===== config.mk =====
export PLATFORM = sky130hd
export DESIGN_NAME = xflash_strobe_ctrl
export DESIGN_NICKNAME = d
export VERILOG_FILES = /design/src/rtl/xfs_pkg.sv /design/src/rtl/xfs_trig_select.sv /design/src/rtl/xfs_frame_delay.sv /design/src/rtl/xfs_pulse_timer.sv /design/src/rtl/xflash_strobe_ctrl.sv
export SDC_FILE = /design/constraint.sdc
export NUM_CORES = 1
export LEC_CHECK = 0
export CORE_UTILIZATION = 40
export DETAILED_ROUTE_END_ITERATION = 12
export DONT_BUFFER_PORTS = 1
export PLACE_DENSITY_LB_ADDON = 0.15
export SYNTH_ARGS = -nofsm -noshare
export SYNTH_HDL_FRONTEND = slang
export SYNTH_SLANG_ARGS = --single-unit

===== constraint.sdc =====
create_clock -name clk -period 2.13 [get_ports clk]
set_input_delay 0.1065 -clock clk [delete_from_list [all_inputs] [get_ports clk]]
set_output_delay 0.1065 -clock clk [all_outputs]
set_load 0.01 [all_outputs]

===== src/rtl/xfs_pkg.sv =====
package xfs_pkg;

    typedef enum logic [2:0] {
        ST_IDLE,
        ST_ARMED,
        ST_COUNT,
        ST_WAIT_BLANK,
        ST_PULSE
    } xfs_state_e;

endpackage


===== src/rtl/xfs_trig_select.sv =====
// Chooses the arming event and detects the start of vertical blanking.
module xfs_trig_select (
    input  logic clk,
    input  logic rst_n,
    input  logic sel_i,
    input  logic readout_done_i,
    input  logic reset_done_i,
    input  logic vblank_i,
    output logic trig_o,
    output logic blank_rise_o
);

    logic vblank_q;

    always_ff @(posedge clk or negedge rst_n) begin
        if (!rst_n) begin
            vblank_q <= 1'b0;
        end else begin
            vblank_q <= vblank_i;
        end
    end

    always_comb begin
        trig_o       = sel_i ? reset_done_i : readout_done_i;
        blank_rise_o = vblank_i && !vblank_q;
    end

endmodule


===== src/rtl/xfs_frame_delay.sv =====
// Down counter of frame starts between the trigger and the blanking wait.
module xfs_frame_delay #(
    parameter int DELAY_W = 2
) (
    input  logic               clk,
    input  logic               rst_n,
    input  logic               load_i,
    input  logic [DELAY_W-1:0] load_val_i,
    input  logic               dec_i,
    output logic               last_o
);

    localparam logic [DELAY_W-1:0] ONE = DELAY_W'(1);

    logic [DELAY_W-1:0] cnt_q;

    always_ff @(posedge clk or negedge rst_n) begin
        if (!rst_n) begin
            cnt_q <= '0;
        end else if (load_i) begin
            cnt_q <= load_val_i;
        end else if (dec_i && (cnt_q != '0)) begin
            cnt_q <= cnt_q - ONE;
        end
    end

    assign last_o = (cnt_q == ONE);

endmodule


===== src/rtl/xfs_pulse_timer.sv =====
// Counts strobe-high cycles; flags the cycle in which the width is reached.
module xfs_pulse_timer #(
    parameter int WIDTH_W = 16
) (
    input  logic               clk,
    input  logic               rst_n,
    input  logic               clear_i,
    input  logic               run_i,
    input  logic [WIDTH_W-1:0] width_i,
    output logic               reached_o
);

    localparam logic [WIDTH_W-1:0] ONE = WIDTH_W'(1);
    localparam logic [WIDTH_W-1:0] TOP = '1;

    logic [WIDTH_W-1:0] cnt_q;

    always_ff @(posedge clk or negedge rst_n) begin
        if (!rst_n) begin
            cnt_q <= '0;
        end else if (clear_i) begin
            cnt_q <= ONE;
        end else if (run_i && (cnt_q != TOP)) begin
            cnt_q <= cnt_q + ONE;
        end
    end

    assign reached_o = (cnt_q >= width_i);

endmodule


===== src/rtl/xflash_strobe_ctrl.sv =====
module xflash_strobe_ctrl
    import xfs_pkg::*;
#(
    parameter int WIDTH_W = 16,
    parameter int DELAY_W = 2
) (
    input  logic               clk,
    input  logic               rst_n,
    input  logic               frame_start_i,
    input  logic               readout_done_i,
    input  logic               reset_done_i,
    input  logic               vblank_i,
    input  logic               xenon_en_i,
    input  logic [DELAY_W-1:0] frame_delay_i,
    input  logic               trig_sel_i,
    input  logic [WIDTH_W-1:0] pulse_width_i,
    output logic               strobe_o,
    output logic               strobe_en_o
);

    xfs_state_e state_q, state_d;
    logic       en_q;
    logic       trig, blank_rise;
    logic       fd_load, fd_dec, fd_last;
    logic       pt_clear, pt_run, pt_reached;

    xfs_trig_select u_trig (
        .clk            (clk),
        .rst_n          (rst_n),
        .sel_i          (trig_sel_i),
        .readout_done_i (readout_done_i),
        .reset_done_i   (reset_done_i),
        .vblank_i       (vblank_i),
        .trig_o         (trig),
        .blank_rise_o   (blank_rise)
    );

    xfs_frame_delay #(.DELAY_W(DELAY_W)) u_delay (
        .clk        (clk),
        .rst_n      (rst_n),
        .load_i     (fd_load),
        .load_val_i (frame_delay_i),
        .dec_i      (fd_dec),
        .last_o     (fd_last)
    );

    xfs_pulse_timer #(.WIDTH_W(WIDTH_W)) u_timer (
        .clk       (clk),
        .rst_n     (rst_n),
        .clear_i   (pt_clear),
        .run_i     (pt_run),
        .width_i   (pulse_width_i),
        .reached_o (pt_reached)
    );

    // State register and enable status flop
    always_ff @(posedge clk or negedge rst_n) begin
        if (!rst_n) begin
            state_q <= ST_IDLE;
            en_q    <= 1'b0;
        end else begin
            state_q <= state_d;
            en_q    <= xenon_en_i;
        end
    end

    // Next-state logic
    always_comb begin
        state_d  = state_q;
        fd_load  = 1'b0;
        pt_clear = 1'b0;
        unique case (state_q)
            ST_IDLE: begin
                state_d = ST_ARMED;
            end
            ST_ARMED: begin
                if (trig) begin
                    if (frame_delay_i == '0) begin
                        state_d = ST_WAIT_BLANK;
                    end else begin
                        state_d = ST_COUNT;
                        fd_load = 1'b1;
                    end
                end
            end
            ST_COUNT: begin
                if (frame_start_i && fd_last) begin
                    state_d = ST_WAIT_BLANK;
                end
            end
            ST_WAIT_BLANK: begin
                if (blank_rise) begin
                    if (pulse_width_i == '0) begin
                        state_d = ST_ARMED;
                    end else begin
                        state_d  = ST_PULSE;
                        pt_clear = 1'b1;
                    end
                end
            end
            ST_PULSE: begin
                if (!vblank_i || pt_reached) begin
                    state_d = ST_ARMED;
                end
            end
            default: begin
                state_d = ST_IDLE;
            end
        endcase
        if (!xenon_en_i) begin
            state_d  = ST_IDLE;
            fd_load  = 1'b0;
            pt_clear = 1'b0;
        end
    end

    // Outputs
    always_comb begin
        fd_dec      = (state_q == ST_COUNT) && frame_start_i;
        pt_run      = (state_q == ST_PULSE);
        strobe_o    = (state_q == ST_PULSE);
        strobe_en_o = en_q;
    end

endmodule


**Yosys cells after proc, flatten, opt, wreduce, memory -nomap -nowiden**

Cells that the tools add are included.

- Register bits: 23
- Bits in latches: 0
- Memory bits (writable): 0
- Memory bits (read-only): 0
- Input bits: 26
- Output and inout bits: 2
- Word-level logic and storage cells: 54
- Memories kept: 0

- $add $sub $neg: 2
- $mul: 0
- Divide/modulo/power cells: 0
- Order comparisons: 1
- Equal/unequal tests: 10
- Shifts and indexed selects: 0
- Multiplexer cells: 21
- Bitwise gates (word level): 0
- Reduce and logical (&&, ||, !) cells: 15

Operators by type and width:

| kind | count |
|---|---|
| $mux 16 | 2 |
| $mux 3 | 6 |
| $add 16x1->16 const B | 1 |
| $ge 16x16->1 | 1 |
| $logic_not 16->1 | 1 |
| $ne 16x16->1 const B | 1 |
| $pmux 3 s5 | 1 |
| $ne 3x3->1 const B | 4 |
| $mux 1 | 10 |
| $eq 3x2->1 const B | 2 |
| $reduce_bool 2->1 | 3 |
| $logic_and 1x1->1 | 5 |
| $mux 2 | 2 |
| $reduce_and 4->1 | 1 |
| $eq 3x1->1 const B | 1 |
| $eq 3x3->1 const B | 1 |
| $logic_not 3->1 | 1 |
| $eq 2x1->1 const B | 1 |
| $logic_not 1->1 | 2 |
| $logic_not 2->1 | 1 |
| $sub 2x1->2 const B | 1 |
| $logic_or 1x1->1 | 1 |

**Longest topological paths before layout**

- Depth after elaboration: 6
- Depth in mapped cells: 8
- Gate-level depth less buffers: 7

**Modules after synthesis**

From an unflattened synthesis, not the netlist that was laid out.

- Cells, all modules: 206
- Area total of the unflattened synthesis: 1843.0 µm²

By module, submodules not included:

| module | instances | cells each | area each (µm²) | seq. area each (µm²) |
|---|---|---|---|---|
| xfs_pulse_timer | 1 | 152 | 1318.8 | 400.4 |
| xflash_strobe_ctrl | 1 | 37 | 339.1 | 100.1 |
| xfs_frame_delay | 1 | 14 | 138.9 | 50.0 |
| xfs_trig_select | 1 | 3 | 46.3 | 25.0 |

**Least setup slack after synthesis**

OpenSTA, ideal clock, no wires.

- Kind: reg2reg
- Start point: register u_timer.cnt_q[3]
- End point: register state_q[2]
- Setup time: 0.123 ns
- Arrival time: 1.743 ns
- Data required time: 2.007 ns
- Setup slack: 0.264 ns
- Cell stages (with the launch flop): 7
- Path buffers: 0
- Clock period less this slack: 1.866 ns
- Cell sequence: dfrtp_1 > ha_1 > o21a_1 > nor2_1 > or4b_1 > a31oi_1 > or2b_1

- Cells in the longest elaborated chain, start to end: 4

Ends and longest elaborated chain:

| item | RTL line | source |
|---|---|---|
| start: declaration | xfs_pulse_timer.sv:16 | `logic [WIDTH_W-1:0] cnt_q;` |
| start signal: assignment | xfs_pulse_timer.sv:24 | `cnt_q <= cnt_q + ONE;` |
| $ge 16x16->1 | xfs_pulse_timer.sv:28 | `assign reached_o = (cnt_q >= width_i);` |
| $logic_or 1x1->1 | xflash_strobe_ctrl.sv:102 | `if (!vblank_i \|\| pt_reached) begin` |
| $ne 3x3->1 (no source line) | -- |  |
| $reduce_and 4->1 (no source line) | -- |  |
| end signal: assignment | xflash_strobe_ctrl.sv:62 | `state_q <= state_d;` |
| end: declaration | xflash_strobe_ctrl.sv:21 | `xfs_state_e state_q, state_d;` |

No other way between the ends.
A chain may end at the register's enable or synchronous reset.

**Worst setup path after layout**

- Start point: register u_timer.cnt_q[0]
- End point: register state_q[2]

The elaborated chain is that of the path after synthesis.

==> impl_metrics.prom <==
# TYPE chip_impl_metric gauge
chip_impl_metric{name="cts_inserted_buffers",unit=""} 3
chip_impl_info{name="critPathCapture",value="state_q[2]$_DFFE_PN0P_"} 1
chip_impl_metric{name="fin_skew",unit="ps"} 3.288
chip_impl_metric{name="netlist.area_leader.share",unit="%"} 31.66
chip_impl_metric{name="cts.path.max_buffers",unit=""} 2
chip_impl_metric{name="final-setup-viol-count",unit=""} 0
chip_impl_metric{name="area_delta_synth_final",unit="%"} 13.70
chip_impl_metric{name="grt_pass1_vias",unit=""} 1609
chip_impl_metric{name="final_layout_size_suffix_gt1_share",unit="%"} 15.81
chip_impl_info{name="worstReg2RegStart",value="u_timer.cnt_q[0]$_DFFE_PN0P_"} 1
chip_impl_metric{name="grt_first_pass_wirelength",unit="um"} 7341
chip_impl_metric{name="synthCells",unit=""} 199
chip_impl_metric{name="ant_nets",unit=""} 0
chip_impl_metric{name="max_slew_margin",unit="%"} 58.58
chip_impl_metric{name="area_of_the_multi_input_gates",unit="mm^2"} 0.001156
chip_impl_metric{name="route.final.wire_length",unit="um"} 4319
chip_impl_metric{name="synth_enable_flop_cells",unit=""} 0
chip_impl_metric{name="maximum_number_of_pins_on_one_net_before_global_route_repair",unit=""} 24
chip_impl_metric{name="post_synth_num_cell_types",unit=""} 49
chip_impl_metric{name="worst-path-max-fanout",unit=""} 5
chip_impl_info{name="min-delay-path-class",value="in2reg"} 1
chip_impl_metric{name="yosysSeqAreaShare",unit="%"} 31.66
chip_impl_metric{name="post-route-min-period",unit="ps"} 2024
chip_impl_info{name="reg2reg_to",value="state_q[2]$_DFFE_PN0P_"} 1
chip_impl_metric{name="powerDensity",unit="mW/mm^2"} 1008
chip_impl_metric{name="ir_worst_vdd",unit="mV"} 0.4768
chip_impl_metric{name="synth-seq-cells",unit=""} 23
chip_impl_metric{name="dieHeight",unit="um"} 69.42
chip_impl_metric{name="area.sequential",unit="um^2"} 575.6
chip_impl_metric{name="place.detailed.hpwl",unit="um"} 3496
chip_impl_metric{name="required",unit="ps"} 2290
chip_impl_metric{name="mean_area_per_synthesized_cell",unit="um^2"} 9.136
chip_impl_metric{name="total_iterations_of_the_first_detailed_routing_run",unit=""} 4
chip_impl_metric{name="cp_slowest_stage_delay",unit="ps"} 540
chip_impl_metric{name="report.power.total",unit="mW"} 2.083
chip_impl_metric{name="finalWeightedCongestion",unit=""} 0.8707
chip_impl_info{name="yosysTopAreaCell",value="dfrtp_1"} 1
chip_impl_info{name="outcome",value="complete, no violations"} 1
chip_impl_metric{name="grt_overflow",unit=""} 0
chip_impl_info{name="grt_setup_unrepaired",value="no"} 1
chip_impl_info{name="timing.critical_path.cells",value="inv_1 > ha_1 > nand2b_1 > a2111oi_0 > or4b_1 > a31oi_2 > or2b_1"} 1
chip_impl_info{name="critPathLaunch",value="u_timer.cnt_q[0]$_DFFE_PN0P_"} 1
chip_impl_metric{name="grt.total_usage",unit="%"} 19.23
chip_impl_metric{name="placedCellCount",unit=""} 257
chip_impl_metric{name="power_leakage",unit="nW"} 0.8966
chip_impl_info{name="critical_path.top_delay_family",value="simple AND/OR/NAND/NOR gates"} 1
chip_impl_metric{name="die_width",unit="um"} 69.42
chip_impl_info{name="ys.flop_type",value="dfrtp_1"} 1
chip_impl_metric{name="worst-path-stages",unit=""} 7
chip_impl_metric{name="rows",unit=""} 24
chip_impl_metric{name="worstRegToRegCells",unit=""} 7
chip_impl_metric{name="cts_num_sinks",unit=""} 23
chip_impl_metric{name="fmax",unit="MHz"} 494.2
chip_impl_metric{name="fin_setup_tns",unit="ps"} 0
chip_impl_metric{name="cp_num_buf_inv",unit=""} 1
chip_impl_metric{name="fin_nets",unit=""} 261
chip_impl_metric{name="antenna_cells",unit=""} 0
chip_impl_metric{name="synthesis.yosys.warnings",unit=""} 0
chip_impl_info{name="critical_path.endpoint_type",value="flop"} 1
chip_impl_metric{name="syn-cell-area",unit="mm^2"} 0.001818
chip_impl_metric{name="core_area",unit="mm^2"} 0.004354
chip_impl_info{name="netlist_top_cells_area",value="dfrtp_1 32%, ha_1 13%, xnor2_1 6.3%, nor2_1 4.3%, inv_1 4.1%"} 1
chip_impl_metric{name="n_fill_cell",unit=""} 419
chip_impl_metric{name="grt_antenna_before_repair",unit=""} 0
chip_impl_metric{name="r2r_slack",unit="ps"} 110
chip_impl_metric{name="min_delay_path_depth",unit=""} 2
chip_impl_metric{name="fin_crit_sh",unit="%"} 95.01
chip_impl_metric{name="wire_per_inst",unit="um"} 16.18
chip_impl_metric{name="clock_pin_slew_on_the_worst_setup_and_hold_paths",unit="ps"} 80
chip_impl_metric{name="maxCapViolCount",unit=""} 0
chip_impl_info{name="worst_setup_path_start_kind",value="flop"} 1
chip_impl_metric{name="clkLatencyLatePin",unit="ps"} 270
chip_impl_metric{name="number_of_nets_produced_by_synthesis",unit=""} 244
chip_impl_metric{name="design.portCount",unit=""} 28
chip_impl_metric{name="async_reset_ff_share",unit="%"} 100.0
chip_impl_metric{name="post_layout_nonfiller_instances",unit=""} 267
chip_impl_info{name="tritoncts",value="built"} 1
chip_impl_metric{name="floorplan.initialDensity",unit="%"} 41.75
chip_impl_metric{name="slew_violations",unit=""} 0
chip_impl_metric{name="timing_hold_violations_final",unit=""} 0
chip_impl_metric{name="drt_iter0_drc",unit=""} 39
chip_impl_metric{name="routed-via-count",unit=""} 1543
chip_impl_metric{name="post_drt_via_cell_ratio",unit=""} 5.779
chip_impl_metric{name="tightestPinTransition",unit="ps"} 612.7
chip_impl_metric{name="drt_drc_violations_left",unit=""} 0
chip_impl_info{name="kind_of_critical_path",value="reg2reg"} 1
chip_impl_metric{name="die-area",unit="mm^2"} 0.004818
chip_impl_metric{name="io_buffer_count",unit=""} 0
chip_impl_info{name="slowest_stage",value="or4b_1"} 1
chip_impl_metric{name="htree_num_levels",unit=""} 1
chip_impl_metric{name="worst-endpoint-arrival",unit="ps"} 2180
chip_impl_info{name="clock_tree.root_cell",value="clkbuf_8"} 1
[metrics by stage]
step                      util [%]  setup WS [ps]  hold WS [ps]  area, um^2
final                        47.47          106.4         104.4        2067
after global routing         47.47          17.84         106.4        2067
after CTS                    46.84          30.70         96.85        2039
after detailed placement     44.40          42.53        -188.6        1933
after global placement       44.40          75.66        -188.6        1933
after floorplan                  -          263.8        -189.1        1818
[synthesized netlist by cell type (4+ instances only)]
library cell and count:
a21oi_1 8, nor2b_1 5, nand3_1 5, xnor2_1 13, o21ai_0 4, inv_1 20
nand4_1 4, ha_1 19, nor2_1 21, nand2_1 16, dfrtp_1 23, a2111oi_2 4
nor4_1 6
[cell usage in the layout (no fill, tap or decap), types with 5 or more instances in the layout]
master,n
ha_1,19
xnor2_1,13
buf_4,11
nor4_1,6
dfrtp_1,23
nor2_1,20
nand3_1,5
inv_1,20
a21oi_1,8
nand2_1,16
nor2b_1,5
[area by class of cell]
class	count	area share [%]
inverters	21	3.935
clock inverters	1	0.2421
clock buffers	3	1.998
well taps	52	3.148
repair buffers	16	6.901
flip-flops and latches	23	27.85
multi-input cells	151	55.93
[routing by layer]
| metal | wire length, um | part of all wire [%] | vias up | global-route usage, % |
|---|---|---|---|---|
| met4 | 82 | 1.9 | 0 | 5.896 |
| met3 | 307 | 7.1 | 8 | 5.087 |
| met1 | 1779 | 41 | 748 | 23.05 |
| met5 | 0 | 0 | - | 0 |
| met2 | 2149 | 50 | 48 | 33.44 |
| li1 | - | - | 739 | - |
[sequential cells by signal, indices dropped and copies added (netlist names)]
name and flops:
u_trig.vblank_q 1, state_q 3, u_delay.cnt_q 2, strobe_en_o 1, u_timer.cnt_q 16
[where the power goes]
| group | switching, mW | internal [mW] |
|---|---|---|
| Clock | 0.149 | 0.131 |
| Sequential | 0.149 | 0.585 |
| Combinational | 0.572 | 0.498 |
| Total | 0.870 | 1.21 |
[timing repair]
item	CTS	global route
endpoints found under the hold margin	28	0
resized for setup	0	4
hold buffers	5	0
buffers inserted	0	1
endpoints found under the setup margin	0	9
[logic make-up (layout without fill, tap and decap cells)]
| kind of cell | count (synthesis) | after routing | share of synthesized area (%) |
|---|---|---|---|
| mux | 4 | 4 | 2.271 |
| xor+xnor | 13 | 13 | 6.263 |
| buf+inv | 25 | 41 | 5.850 |
| simple gates | 81 | 81 | 25.26 |
| fa+ha+maj | 19 | 19 | 13.08 |
| compound gates | 34 | 34 | 15.62 |
| flops | 23 | 23 | 31.66 |
[how the worst min path moves through the flow]
stage	slack, ps	to	from
2_1_floorplan	-190	state_q[0]$_DFFE_PN0P_	rst_n
3_3_place_gp	-190	strobe_en_o$_DFF_PN0_	rst_n
3_5_place_dp	-190	strobe_en_o$_DFF_PN0_	rst_n
4_1_cts	100	u_delay.cnt_q[1]$_DFFE_PN0P_	frame_delay_i[1]
5_1_grt	110	u_delay.cnt_q[1]$_DFFE_PN0P_	frame_delay_i[1]
6_report	100	u_delay.cnt_q[1]$_DFFE_PN0P_	frame_delay_i[1]
Note: power is estimated with default switching activity, not from simulation.
